### src/rtl/dac_pkg.sv
package dac_pkg;

  typedef enum logic {
    MODE_SIM  = 1'b0,
    MODE_AUTO = 1'b1
  } upd_mode_e;

  // read-command offsets
  localparam int unsigned OFS_GO_AUTO   = 2;
  localparam int unsigned OFS_TRIG_ARM  = 5;
  localparam int unsigned OFS_TRIG_DIS  = 6;
  localparam int unsigned OFS_UPD_ALL   = 8;
  localparam int unsigned OFS_UPD_AUTO  = 10;
  localparam int unsigned OFS_CLAMP_ON  = 14;
  localparam int unsigned OFS_CLAMP_OFF = 15;

  localparam int unsigned BYTE_W = 8;

endpackage

### src/rtl/dac_sync2.sv
module dac_sync2 #(
  parameter logic RST_VAL = 1'b1
) (
  input  logic clk,
  input  logic rst,
  input  logic d,
  output logic q
);
  logic meta;

  always_ff @(posedge clk) begin
    if (rst) begin
      meta <= RST_VAL;
      q    <= RST_VAL;
    end else begin
      meta <= d;
      q    <= meta;
    end
  end
endmodule

### src/rtl/dac_cmd_ctrl.sv
module dac_cmd_ctrl
  import dac_pkg::*;
#(
  parameter int ADDR_W = 4
) (
  input  logic              clk,
  input  logic              rst,
  input  logic              bus_rd,
  input  logic [ADDR_W-1:0] bus_addr,
  input  logic              trig_low,
  output logic              auto_mode,
  output logic              clamp_on,
  output logic              trig_armed,
  output logic              update_all
);
  upd_mode_e mode_q;
  logic rd_go_auto, rd_arm, rd_dis, rd_upd, rd_upd_auto, rd_c_on, rd_c_off;

  always_comb begin
    rd_go_auto  = bus_rd && (bus_addr == ADDR_W'(OFS_GO_AUTO));
    rd_arm      = bus_rd && (bus_addr == ADDR_W'(OFS_TRIG_ARM));
    rd_dis      = bus_rd && (bus_addr == ADDR_W'(OFS_TRIG_DIS));
    rd_upd      = bus_rd && (bus_addr == ADDR_W'(OFS_UPD_ALL));
    rd_upd_auto = bus_rd && (bus_addr == ADDR_W'(OFS_UPD_AUTO));
    rd_c_on     = bus_rd && (bus_addr == ADDR_W'(OFS_CLAMP_ON));
    rd_c_off    = bus_rd && (bus_addr == ADDR_W'(OFS_CLAMP_OFF));
  end

  always_ff @(posedge clk) begin
    if (rst) begin
      mode_q     <= MODE_SIM;
      clamp_on   <= 1'b1;
      trig_armed <= 1'b0;
    end else begin
      if (rd_go_auto || rd_upd_auto) mode_q <= MODE_AUTO;
      if (rd_c_on)       clamp_on <= 1'b1;
      else if (rd_c_off) clamp_on <= 1'b0;
      if (rd_arm)        trig_armed <= 1'b1;
      else if (rd_dis)   trig_armed <= 1'b0;
    end
  end

  always_comb begin
    auto_mode  = (mode_q == MODE_AUTO);
    update_all = rd_upd || rd_upd_auto || (trig_armed && trig_low);
  end
endmodule

### src/rtl/dac_channel.sv
module dac_channel
  import dac_pkg::*;
#(
  parameter int CODE_W    = 12,
  parameter int LIMIT_PCT = 15
) (
  input  logic              clk,
  input  logic              rst,
  input  logic              lo_we,
  input  logic              hi_we,
  input  logic [BYTE_W-1:0] wdata,
  input  logic              update_all,
  input  logic              auto_mode,
  input  logic              clamp_on,
  output logic [CODE_W-1:0] code_q,
  output logic [CODE_W-1:0] dac_q
);
  localparam int LO_W  = BYTE_W;
  localparam int HI_W  = CODE_W - LO_W;
  localparam int SPAN  = 1 << CODE_W;
  localparam int MID   = SPAN / 2;
  localparam int LIM   = (SPAN * LIMIT_PCT) / 100;
  localparam logic [CODE_W-1:0] MID_C   = CODE_W'(MID);
  localparam logic [CODE_W-1:0] FLOOR_C = CODE_W'(MID - LIM);
  localparam logic [CODE_W-1:0] CEIL_C  = CODE_W'(MID + LIM);

  logic [LO_W-1:0]   pre_lo, nxt_lo;
  logic [HI_W-1:0]   pre_hi, nxt_hi;
  logic              load;
  logic [CODE_W-1:0] shown;

  always_comb begin
    nxt_lo = lo_we ? wdata : pre_lo;
    nxt_hi = hi_we ? wdata[HI_W-1:0] : pre_hi;
    load   = update_all || (auto_mode && hi_we);
  end

  // preload: no reset, contents undefined until written
  always_ff @(posedge clk) begin
    pre_lo <= nxt_lo;
    pre_hi <= nxt_hi;
  end

  always_ff @(posedge clk) begin
    if (rst)       code_q <= MID_C;
    else if (load) code_q <= {nxt_hi, nxt_lo};
  end

  always_comb begin
    shown = code_q;
    if (clamp_on) begin
      if (code_q < FLOOR_C)     shown = FLOOR_C;
      else if (code_q > CEIL_C) shown = CEIL_C;
    end
  end

  always_ff @(posedge clk) begin
    if (rst) dac_q <= MID_C;
    else     dac_q <= shown;
  end
endmodule

### src/rtl/dac_update_ctrl.sv
module dac_update_ctrl
  import dac_pkg::*;
#(
  parameter int NCH       = 6,
  parameter int CODE_W    = 12,
  parameter int ADDR_W    = 4,
  parameter int LIMIT_PCT = 15
) (
  input  logic                  clk,
  input  logic                  rst,
  input  logic [ADDR_W-1:0]     bus_addr,
  input  logic                  bus_wr,
  input  logic                  bus_rd,
  input  logic [BYTE_W-1:0]     bus_wdata,
  input  logic                  trig_n,
  output logic [NCH*CODE_W-1:0] dac_out
);
  localparam int OUT_W = NCH * CODE_W;

  logic             trig_s;
  logic             auto_mode, clamp_on, trig_armed, update_all;
  logic [OUT_W-1:0] code_flat;

  dac_sync2 #(.RST_VAL(1'b1)) u_sync (
    .clk(clk), .rst(rst), .d(trig_n), .q(trig_s)
  );

  dac_cmd_ctrl #(.ADDR_W(ADDR_W)) u_cmd (
    .clk(clk), .rst(rst), .bus_rd(bus_rd), .bus_addr(bus_addr),
    .trig_low(~trig_s), .auto_mode(auto_mode), .clamp_on(clamp_on),
    .trig_armed(trig_armed), .update_all(update_all)
  );

  for (genvar c = 0; c < NCH; c++) begin : g_ch
    logic lo_we, hi_we;
    always_comb begin
      lo_we = bus_wr && (bus_addr == ADDR_W'(2 * c));
      hi_we = bus_wr && (bus_addr == ADDR_W'(2 * c + 1));
    end
    dac_channel #(.CODE_W(CODE_W), .LIMIT_PCT(LIMIT_PCT)) u_ch (
      .clk(clk), .rst(rst), .lo_we(lo_we), .hi_we(hi_we),
      .wdata(bus_wdata), .update_all(update_all), .auto_mode(auto_mode),
      .clamp_on(clamp_on),
      .code_q(code_flat[c*CODE_W +: CODE_W]),
      .dac_q(dac_out[c*CODE_W +: CODE_W])
    );
  end
endmodule

### config.mk
export PLATFORM = sky130hd
export DESIGN_NAME = dac_update_ctrl
export DESIGN_NICKNAME = d
export VERILOG_FILES = /design/src/rtl/dac_pkg.sv /design/src/rtl/dac_sync2.sv /design/src/rtl/dac_cmd_ctrl.sv /design/src/rtl/dac_channel.sv /design/src/rtl/dac_update_ctrl.sv
export SDC_FILE = /design/constraint.sdc
export NUM_CORES = 1
export LEC_CHECK = 0
export BUFFER_PORTS_ARGS = -buffer_cell sky130_fd_sc_hd__buf_2
export CORE_MARGIN = 4
export CORE_UTILIZATION = 45
export DETAILED_ROUTE_END_ITERATION = 12
export PLACE_DENSITY = 0.68
export RECOVER_POWER = 50
export SETUP_SLACK_MARGIN = 0.05
export SYNTH_ARGS = -nofsm -noshare
export SYNTH_HDL_FRONTEND = slang
export SYNTH_SLANG_ARGS = --single-unit
export TNS_END_PERCENT = 20
### constraint.sdc
create_clock -name clk -period 1.6 [get_ports clk]
set_input_delay 0.32 -clock clk [delete_from_list [all_inputs] [get_ports clk]]
set_output_delay 0.32 -clock clk [all_outputs]
set_load 0.02 [all_outputs]
==> results of run 1 <==
[per-layer routing]
metal	up-vias	track usage	wire, um
met5	-	0	0
met4	0	0.0414	225
met3	17	0.0276	923
met2	140	0.317	9140
met1	2899	0.261	8970
li1	3154	-	-
[layout by cell type (no fill, tap or decap), types with 4 or more instances in the layout]
cell type,count
nand3b_1,4
a21o_1,6
a21oi_1,8
and2_1,6
clkbuf_16,23
nand3_1,15
dfxtp_2,4
inv_1,61
buf_12,10
dfxtp_1,217
and3_1,6
o211ai_2,5
nand2b_1,6
buf_2,26
a311oi_1,8
o311ai_1,5
o211ai_1,13
mux2_2,4
a32o_1,24
buf_4,60
clkbuf_1,75
nand4b_1,6
o21a_1,25
a211oi_1,65
clkinv_2,4
nor2_1,89
or2_2,13
o22a_1,6
nand2_1,52
o311a_1,6
a21oi_2,4
or4_1,4
mux2i_1,58
[final timing paths]
check | startpoint | end | slack, ns | cells past startpoint
worst max register to register | u_cmd.clamp_on | g_ch[5].u_ch.dac_q[0] | 0.07 | 5
worst max-delay path | u_cmd.clamp_on | g_ch[5].u_ch.dac_q[0] | 0.07 | 5
worst min register to register | u_sync.meta | u_sync.q | 0.41 | 1
worst min-delay path | trig_n | u_sync.meta | 0.06 | 2
[cells by family after synthesis]
logic type / Yosys count / share of synthesized area
DFF: 221 / 0.549
buffers and inverters: 102 / 0.0506
muxes: 64 / 0.0805
and+or+nand+nor: 213 / 0.129
AOI/OAI and AO/OA: 191 / 0.191
[per-stage QoR]
step	hold slack [ns]	instances	cell area, sq um	TNS [ns]
after floorplan	0.389	791	8050	0
after global placement	0.396	1148	9390	-0.971
after detailed placement	0.398	1148	9390	-2.17
after CTS	0.0317	1183	10100	0
after global routing	0.0401	1183	10100	-0.00905
final	0.0583	1183	10100	0
[worst max-delay path: cells and delay by family (launching register included)]
family	cells	cell delay (ns)
compound gates	2	0.57
buf+inv	2	0.26
flops	1	0.37
simple gates	1	0.21
[sequential cells by signal, indices dropped and copies added (netlist names)]
signal	cells
g_ch.u_ch.pre_lo	48
g_ch.u_ch.dac_q	72
g_ch.u_ch.code_q	72
g_ch.u_ch.pre_hi	24
u_cmd.auto_mode	1
u_sync.q	1
u_sync.meta	1
u_cmd.trig_armed	1
u_cmd.clamp_on	1
[repair_timing]
action                     CTS  global route
setup buffers                0             0
hold buffers                 0             0
setup endpoints to repair    9            30
pin swaps                    0             2
resized for setup            7            25
[power groups by stage]
stage | Combinational, mW | Clock [mW] | Sequential, mW
after floorplan | 0.819 | 0 | 6.49
after global placement | 1.38 | 0 | 6.40
after detailed placement | 1.41 | 0 | 6.42
after CTS | 1.43 | 5.18 | 6.30
after global routing | 1.57 | 5.41 | 6.36
final | 1.40 | 5.06 | 6.30
[area by class of cell]
class                   count  share of cell area
clock inverters             6             0.00796
well taps                 225              0.0280
clock buffers              29              0.0624
multi-input cells         468               0.331
flip-flops and latches    221               0.440
inverters                  62              0.0231
repair buffers            172               0.107
==> results.json, run 1 <==
{
  "yosys.cell_count.top_type": "dfxtp_1",
  "dp_hpwl_mm": 13.1,
  "die_area_sq_um": 20100,
  "drt-pass1-iter-count": 5,
  "synth_area_leader_cell": "dfxtp_1",
  "htree_levels": 1,
  "multiInputGateArea_sq_um": 3330,
  "wl_per_cell_um": 16.3,
  "fin_skew_ns": 0.00825,
  "num_vias": 6210,
  "critPathMaxStageDelay_ns": 0.37,
  "syn_area_sq_um": 8050,
  "vias_per_cell": 5.25,
  "postRouteAntennaNets": 0,
  "tightest_slew_ns": 0.593,
  "initial_core_util": 0.462,
  "clockRootBuffer": "clkbuf_16",
  "drt_iter0_drc": 407,
  "clockPowerShare": 0.396,
  "p_sw_mw": 3.03,
  "power.density_nw_per_um2": 1270,
  "cts_tree": "yes",
  "synth-edff-count": 0,
  "clkLatencyLatePin_ns": 0.49,
  "required_ns": 1.98,
  "yosysWarnings": 0,
  "pre_cts_ws_ns": -0.122,
  "nNetsFinal": 965,
  "crit_path_max_fanout": 5,
  "p_int_mw": 9.72,
  "syn_inst": 791,
  "grtUsageTotal": 0.189,
  "status": "finished clean",
  "grt_max_degree": 30,
  "finalMaxSlewViolations": 0,
  "grt_pass1_wl_mm": 31.4,
  "end_kind": "register",
  "synth_top_area_share": 0.549,
  "ys_dominant_reg_cell": "dfxtp_1",
  "numCtsBuffers": 23,
  "drc": 0,
  "async_flop_share": 0,
  "yosysUniqueCellTypes": 44,
  "fillers": 1554,
  "startpoint_type": "register",
  "combPwrFrac": 0.110,
  "period_share": 0.954,
  "p_seq_frac": 0.494,
  "path_clk_slew_ns": 0.06,
  "total_leakage_power_nw": 4.21,
  "crit_type": "register to register",
  "seq_area_sq_um": 4430,
  "die_h_um": 142,
  "switching_share": 0.238,
  "die_x_um": 142,
  "final_util": 0.578,
  "cts.sinks": 221,
  "ys_ff_latch": 221,
  "worst_path_max_delay_cell": "dfxtp_1",
  "synthesis.nets": 808,
  "finalHoldViolations": 0,
  "fp.coreArea_sq_um": 17400,
  "max-cap-violations": 0,
  "wl_mm": 19.3,
  "power_mw": 12.8,
  "place.port_buffers": 88,
  "cts.path.max_buffers": 3,
  "min_path_type": "primary input to register",
  "place_congestion": 0.874,
  "syn_area_per_cell_sq_um": 10.2,
  "synthTopCellsByArea": "dfxtp_1 55%, mux2i_1 7.2%, a211oi_1 6.1%",
  "fin_ws_ns": 0.0738,
  "antenna_cells": 0,
  "syn2layout_area_growth_pct": 24.9,
  "num_rows": 48,
  "grt_pass1_vias": 6028,
  "setup_viol": 0,
  "antenna_found_initial": 0,
  "drive_gt1_frac": 0.185,
  "cp_cell_sequence": "inv_1 > buf_4 > a211oi_1 > a21oi_1 > and3_1",
  "synth_common_cells": "221 x dfxtp_1, 86 x nor2_1, 65 x a211oi_1",
  "vdd_drop_max_mv": 0.744,
  "grt_remaining_overflow": 0,
  "io_pins": 89,
  "timing.slew.headroom": 0.604,
  "rsz0062_at_grt": "yes",
  "period_needed_ns": 1.53,
  "fmax_ghz": 0.655,
  "ys_seq_area_frac": 0.549,
  "arrival_ns": 1.91
}
(Power assumes the default switching activity.)
==> inputs of run 2 (changes only) <==
- ABC_AREA: unset -> 1
- CTS_CLUSTER_DIAMETER: unset -> 150
==> results.json, run 2 <==
{
  "path_clk_slew_ns": 0.06,
  "tns_ns": 0,
  "syn_inst": 1053,
  "final_util": 0.538,
  "async_flop_share": 0,
  "dp_hpwl_mm": 12.5,
  "seq_area_sq_um": 4420,
  "final_area_sq_um": 9620,
  "tightest_slew_ns": 0.585,
  "synth_area_leader_cell": "dfxtp_1",
  "drt-pass1-iter-count": 4,
  "numCtsBuffers": 23,
  "syn2layout_area_growth_pct": 17.6,
  "synthTopCellsByArea": "dfxtp_1 54%, nand2_1 8.3%, a21oi_1 7.9%",
  "die_area_sq_um": 20400,
  "min_from": "bus_addr[2]",
  "drive_gt1_frac": 0.0939,
  "p_seq_frac": 0.497,
  "synth_top_area_share": 0.541,
  "ys_ff_latch": 221,
  "power.density_nw_per_um2": 1310,
  "place.port_buffers": 88,
  "cts.sinks": 221,
  "die_h_um": 143,
  "synth_common_cells": "221 x dfxtp_1, 182 x nand2_1, 144 x nor2_1",
  "finalHoldViolations": 0,
  "min_path_type": "primary input to register",
  "startpoint": "u_cmd.clamp_on",
  "grt_pass1_vias": 6260,
  "grt_pass1_wl_mm": 30.0,
  "dp.cells": 1369,
  "power_mw": 12.6,
  "rsz0062_at_grt": "yes",
  "yosysUniqueCellTypes": 30,
  "arrival_ns": 1.79,
  "grt_max_degree": 45,
  "fillers": 1771,
  "end_kind": "register",
  "vdd_drop_max_mv": 0.976,
  "switching_share": 0.243,
  "final_common_cell": "dfxtp_1",
  "period_share": 0.888,
  "max-cap-violations": 0,
  "startpoint_type": "register",
  "grtUsageTotal": 0.178,
  "initial_core_util": 0.457,
  "period_needed_ns": 1.42,
  "crit_type": "register to register",
  "p_sw_mw": 3.06,
  "cts.path.max_buffers": 3,
  "status": "finished clean",
  "syn_area_per_cell_sq_um": 7.77,
  "combPwrFrac": 0.097,
  "synthesis.nets": 1070,
  "die_x_um": 143,
  "clkLatencyLatePin_ns": 0.50,
  "total_leakage_power_nw": 4.29,
  "num_rows": 49,
  "fin_skew_ns": 0.00904,
  "wl_mm": 18.3,
  "drc": 0,
  "setup_viol": 0,
  "cts_tree": "yes",
  "io_pins": 89,
  "crit_path_max_fanout": 5,
  "wl_per_cell_um": 13.0,
  "multiInputGateArea_sq_um": 3010,
  "yosysWarnings": 0,
  "r2r_start": "u_cmd.clamp_on",
  "layoutNonFillerInstCount": 1411,
  "placed_area_sq_um": 9000,
  "clockRootBuffer": "clkbuf_16",
  "top_regs": "g_ch.u_ch.code_q x72, g_ch.u_ch.dac_q x72, g_ch.u_ch.pre_lo x48",
  "timing.slew.headroom": 0.610,
  "num_vias": 6737,
  "place_congestion": 0.890,
  "syn_area_sq_um": 8190,
  "grt_remaining_overflow": 0,
  "ys_dominant_reg_cell": "dfxtp_1",
  "fp.coreArea_sq_um": 17900,
  "clockPowerShare": 0.407,
  "fmax_ghz": 0.704,
  "yosys.cell_count.top_type": "dfxtp_1",
  "ys_seq_area_frac": 0.541,
  "htree_levels": 1,
  "p_int_mw": 9.53,
  "nNetsFinal": 1183,
  "drt_iter0_drc": 409,
  "antenna_cells": 0,
  "vias_per_cell": 4.77,
  "synth-edff-count": 0,
  "required_ns": 1.97,
  "finalMaxSlewViolations": 0,
  "postRouteAntennaNets": 0,
  "mostFrequentLayoutCells": "221 x dfxtp_1, 182 x nand2_1, 147 x nor2_1, 137 x inv_1, 130 x a21oi_1",
  "antenna_found_initial": 1
}
run 2: final timing paths:
check | to | slack, ns | depth (start not counted)
setup / recovery | g_ch[0].u_ch.dac_q[5] | 0.18 | 6
setup reg to reg | g_ch[0].u_ch.dac_q[5] | 0.18 | 6
hold / removal | u_cmd.clamp_on | 0.12 | 3
hold reg to reg | u_sync.q | 0.41 | 1
run 2: repair_timing:
action,4_1_cts,5_1_grt
buffers inserted,0,0
hold buffers,1,0
endpoints found under the hold margin,1,0
gates resized for setup,0,2
endpoints found under the setup margin,0,22
run 2: final cells by class:
class                           instances  share of cell area
Sequential cell                       221               0.460
Multi-Input combinational cell        659               0.312
Clock buffer                           35              0.0738
Timing Repair Buffer                  119              0.0659
Inverter                              142              0.0554
Tap cell                              229              0.0298
Clock inverter                          6             0.00312
run 2: cell families after synthesis:
group | Yosys count | synth area share
simple gates | 398 | 0.208
compound gates | 261 | 0.163
flops | 221 | 0.541
buf+inv | 173 | 0.0890
run 2: stage by stage:
stage / hold WS, ns / setup slack [ns]
3_5_place_dp: 0.398 / 0.00407
4_1_cts: 0.114 / 0.181
6_report: 0.124 / 0.180
5_1_grt: 0.136 / 0.0194
3_3_place_gp: 0.391 / 0.0132
2_1_floorplan: 0.389 / 0.211
run 2: critical path: stages, from the launching register on:
cell and delay [ns]:
dfxtp_1 0.32, clkbuf_1 0.27, nand2_1 0.12, a21oi_1 0.20
nand2_1 0.15, nand2_1 0.16, a21oi_1 0.06
run 2: power by group through the flow:
| stage | logic (mW) | registers, mW | clock network [mW] |
|---|---|---|---|
| after floorplan | 0.824 | 6.40 | 0 |
| after global placement | 1.20 | 6.35 | 0 |
| after detailed placement | 1.23 | 6.37 | 0 |
| after CTS | 1.25 | 6.25 | 5.22 |
| after global routing | 1.41 | 6.30 | 5.48 |
| final | 1.22 | 6.25 | 5.12 |
run 2: layer usage:
layer,vias up,share of wire,wire length (um),track usage
met2,107,0.44,8000,0.283
met4,2,0.026,476,0.0550
met5,-,0.00038,7,0
met3,35,0.047,859,0.0338
li1,3580,-,-,-
met1,3013,0.49,8940,0.246
==> inputs of run 3 (changes only) <==
- CTS_BUF_LIST: unset -> sky130_fd_sc_hd__clkbuf_4
==> results.json, run 3 (synthesized netlist as in run 2, its figures left out) <==
{
  "status": "finished clean",
  "path_clk_slew_ns": 0.07,
  "syn2layout_area_growth_pct": 19.3,
  "r2r_slack_ns": 0.17,
  "startpoint_type": "primary input",
  "grt_pass1_vias": 6627,
  "mostFrequentLayoutCells": "221 x dfxtp_1, 179 x nand2_1, 145 x nor2_1, 135 x inv_1, 129 x a21oi_1",
  "fin_ws_ns": 0.0538,
  "drc": 0,
  "grt_pass1_wl_mm": 31.0,
  "dp.cells": 1369,
  "worst_path_max_delay_cell": "dlygate4sd3_1",
  "cpLargestDelayFamily": "buffers and inverters",
  "num_vias": 7014,
  "period_share": 0.966,
  "critPathMaxStageDelay_ns": 0.56,
  "die_x_um": 143,
  "wl_per_cell_um": 12.8,
  "clockRootBuffer": "clkbuf_4",
  "tns_ns": 0,
  "required_ns": 2.18,
  "power.density_nw_per_um2": 1230,
  "end_kind": "register",
  "dr_wl_met2_mm": 8.43,
  "cts.path.max_buffers": 3,
  "pre_cts_ws_ns": 0.00407,
  "grt_remaining_overflow": 0,
  "setup_viol": 0,
  "htree_levels": 2,
  "wl_met1_mm": 8.90,
  "die_h_um": 143,
  "place_congestion": 0.890,
  "wl_met3_um": 980,
  "finalHoldViolations": 0,
  "cts.sinks": 221,
  "initial_core_util": 0.457,
  "vdd_drop_max_mv": 0.581,
  "hold_path_depth": 4,
  "cp.depth": 10,
  "drt-pass1-iter-count": 6,
  "timing.slew.headroom": 0.684,
  "drt_iter0_drc": 331,
  "ff2ff_path_depth": 6,
  "nNetsFinal": 1227,
  "final_common_cell": "dfxtp_1",
  "numCtsBuffers": 55,
  "crit_type": "primary input to register",
  "crit_path_max_fanout": 16,
  "postRouteAntennaNets": 0,
  "drive_gt1_frac": 0.167,
  "grtUsageTotal": 0.185,
  "crit_path_end": "g_ch[4].u_ch.code_q[4]",
  "max-cap-violations": 0,
  "rsz0062_at_grt": "yes",
  "cp_cell_sequence": "dlygate4sd3_1 > buf_4 > inv_1 > nor2_4 > clkbuf_4 > nand3_1 > buf_4 > o21ai_0 > nor2_1 > nor2_1",
  "fp.coreArea_sq_um": 17900,
  "top_layer_used": "met5",
  "final_util": 0.546,
  "cts_tree": "yes",
  "io_pins": 89,
  "antenna_found_initial": 2,
  "wl_mm": 18.8,
  "finalMaxSlewViolations": 0,
  "total_leakage_power_nw": 4.52,
  "num_rows": 49,
  "dp_hpwl_mm": 12.5,
  "top_regs": "g_ch.u_ch.code_q x72, g_ch.u_ch.dac_q x72, g_ch.u_ch.pre_lo x48",
  "tightest_slew_ns": 0.473,
  "arrival_ns": 2.12,
  "vias_per_cell": 4.76,
  "rr_endpoint": "g_ch[0].u_ch.dac_q[5]",
  "period_needed_ns": 1.55,
  "grt_max_degree": 45,
  "fmax_ghz": 0.647,
  "startpoint": "bus_addr[3]",
  "clkLatencyLatePin_ns": 0.66,
  "place.port_buffers": 88,
  "min_path_type": "primary input to register",
  "die_area_sq_um": 20400,
  "critPathBufInv": 5,
  "fin_skew_ns": 0.0405,
  "r2r_start": "u_cmd.clamp_on",
  "layoutNonFillerInstCount": 1475
}
run 3: changes by cell type in the layout (fill, tap and decap cells not counted), sizes merged:
cell / before / now
diode: 0 / 1
clkbuf: 102 / 98
bufinv: 0 / 1
clkinvlp: 0 / 1
dlygate4sd3: 1 / 12
clkinv: 7 / 16
buf: 51 / 96
run 3: timing repair:
action | CTS | global route
hold buffers | 12 | 0
setup endpoints to repair | 0 | 60
resized for setup | 0 | 17
buffers inserted | 0 | 1
endpoints found under the hold margin | 19 | 0
run 3: layout make-up:
type | instances | area [sq um]
Antenna cell | 1 | 2.50
Clock buffer | 75 | 563
Clock inverter | 17 | 93.8
Fill cell | 1763 | 8130
Inverter | 142 | 537
Multi-Input combinational cell | 659 | 3030
Sequential cell | 221 | 4420
Tap cell | 229 | 287
Timing Repair Buffer | 131 | 835
run 3: power by group:
part	total (mW)	internal, mW	switching [mW]
clock	4.47	2.32	2.15
combinational	1.27	0.461	0.805
sequential	6.25	6.06	0.191
total	12.0	8.84	3.15
run 3: worst min-delay path: stages:
cell and delay [ns]:
buf_2 0.14, inv_2 0.09, a21oi_1 0.07, nor2_1 0.07
run 3: layer usage:
| metal | GRT usage | vias up |
|---|---|---|
| li1 | - | 3702 |
| met1 | 0.243 | 3121 |
| met2 | 0.292 | 150 |
| met3 | 0.0445 | 39 |
| met4 | 0.0785 | 2 |
| met5 | 0 | - |
run 3: worst min path at each step:
stage | from | end | slack (ns)
after floorplan | u_sync.meta | u_sync.q | 0.39
final | bus_addr[2] | u_cmd.auto_mode | 0.1
after global routing | bus_addr[2] | u_cmd.auto_mode | 0.06
after global placement | u_sync.meta | u_sync.q | 0.39
after CTS | bus_addr[2] | u_cmd.auto_mode | 0.04
after detailed placement | u_sync.meta | u_sync.q | 0.40
run 3: stage by stage:
stage	total power [mW]	area, sq um	hold WS, ns
6_report	12.0	9770	0.0951
5_1_grt	12.7	9770	0.0639
4_1_cts	12.1	9780	0.0426
3_5_place_dp	7.60	9000	0.398
3_3_place_gp	7.56	9000	0.391
2_1_floorplan	7.22	8190	0.389
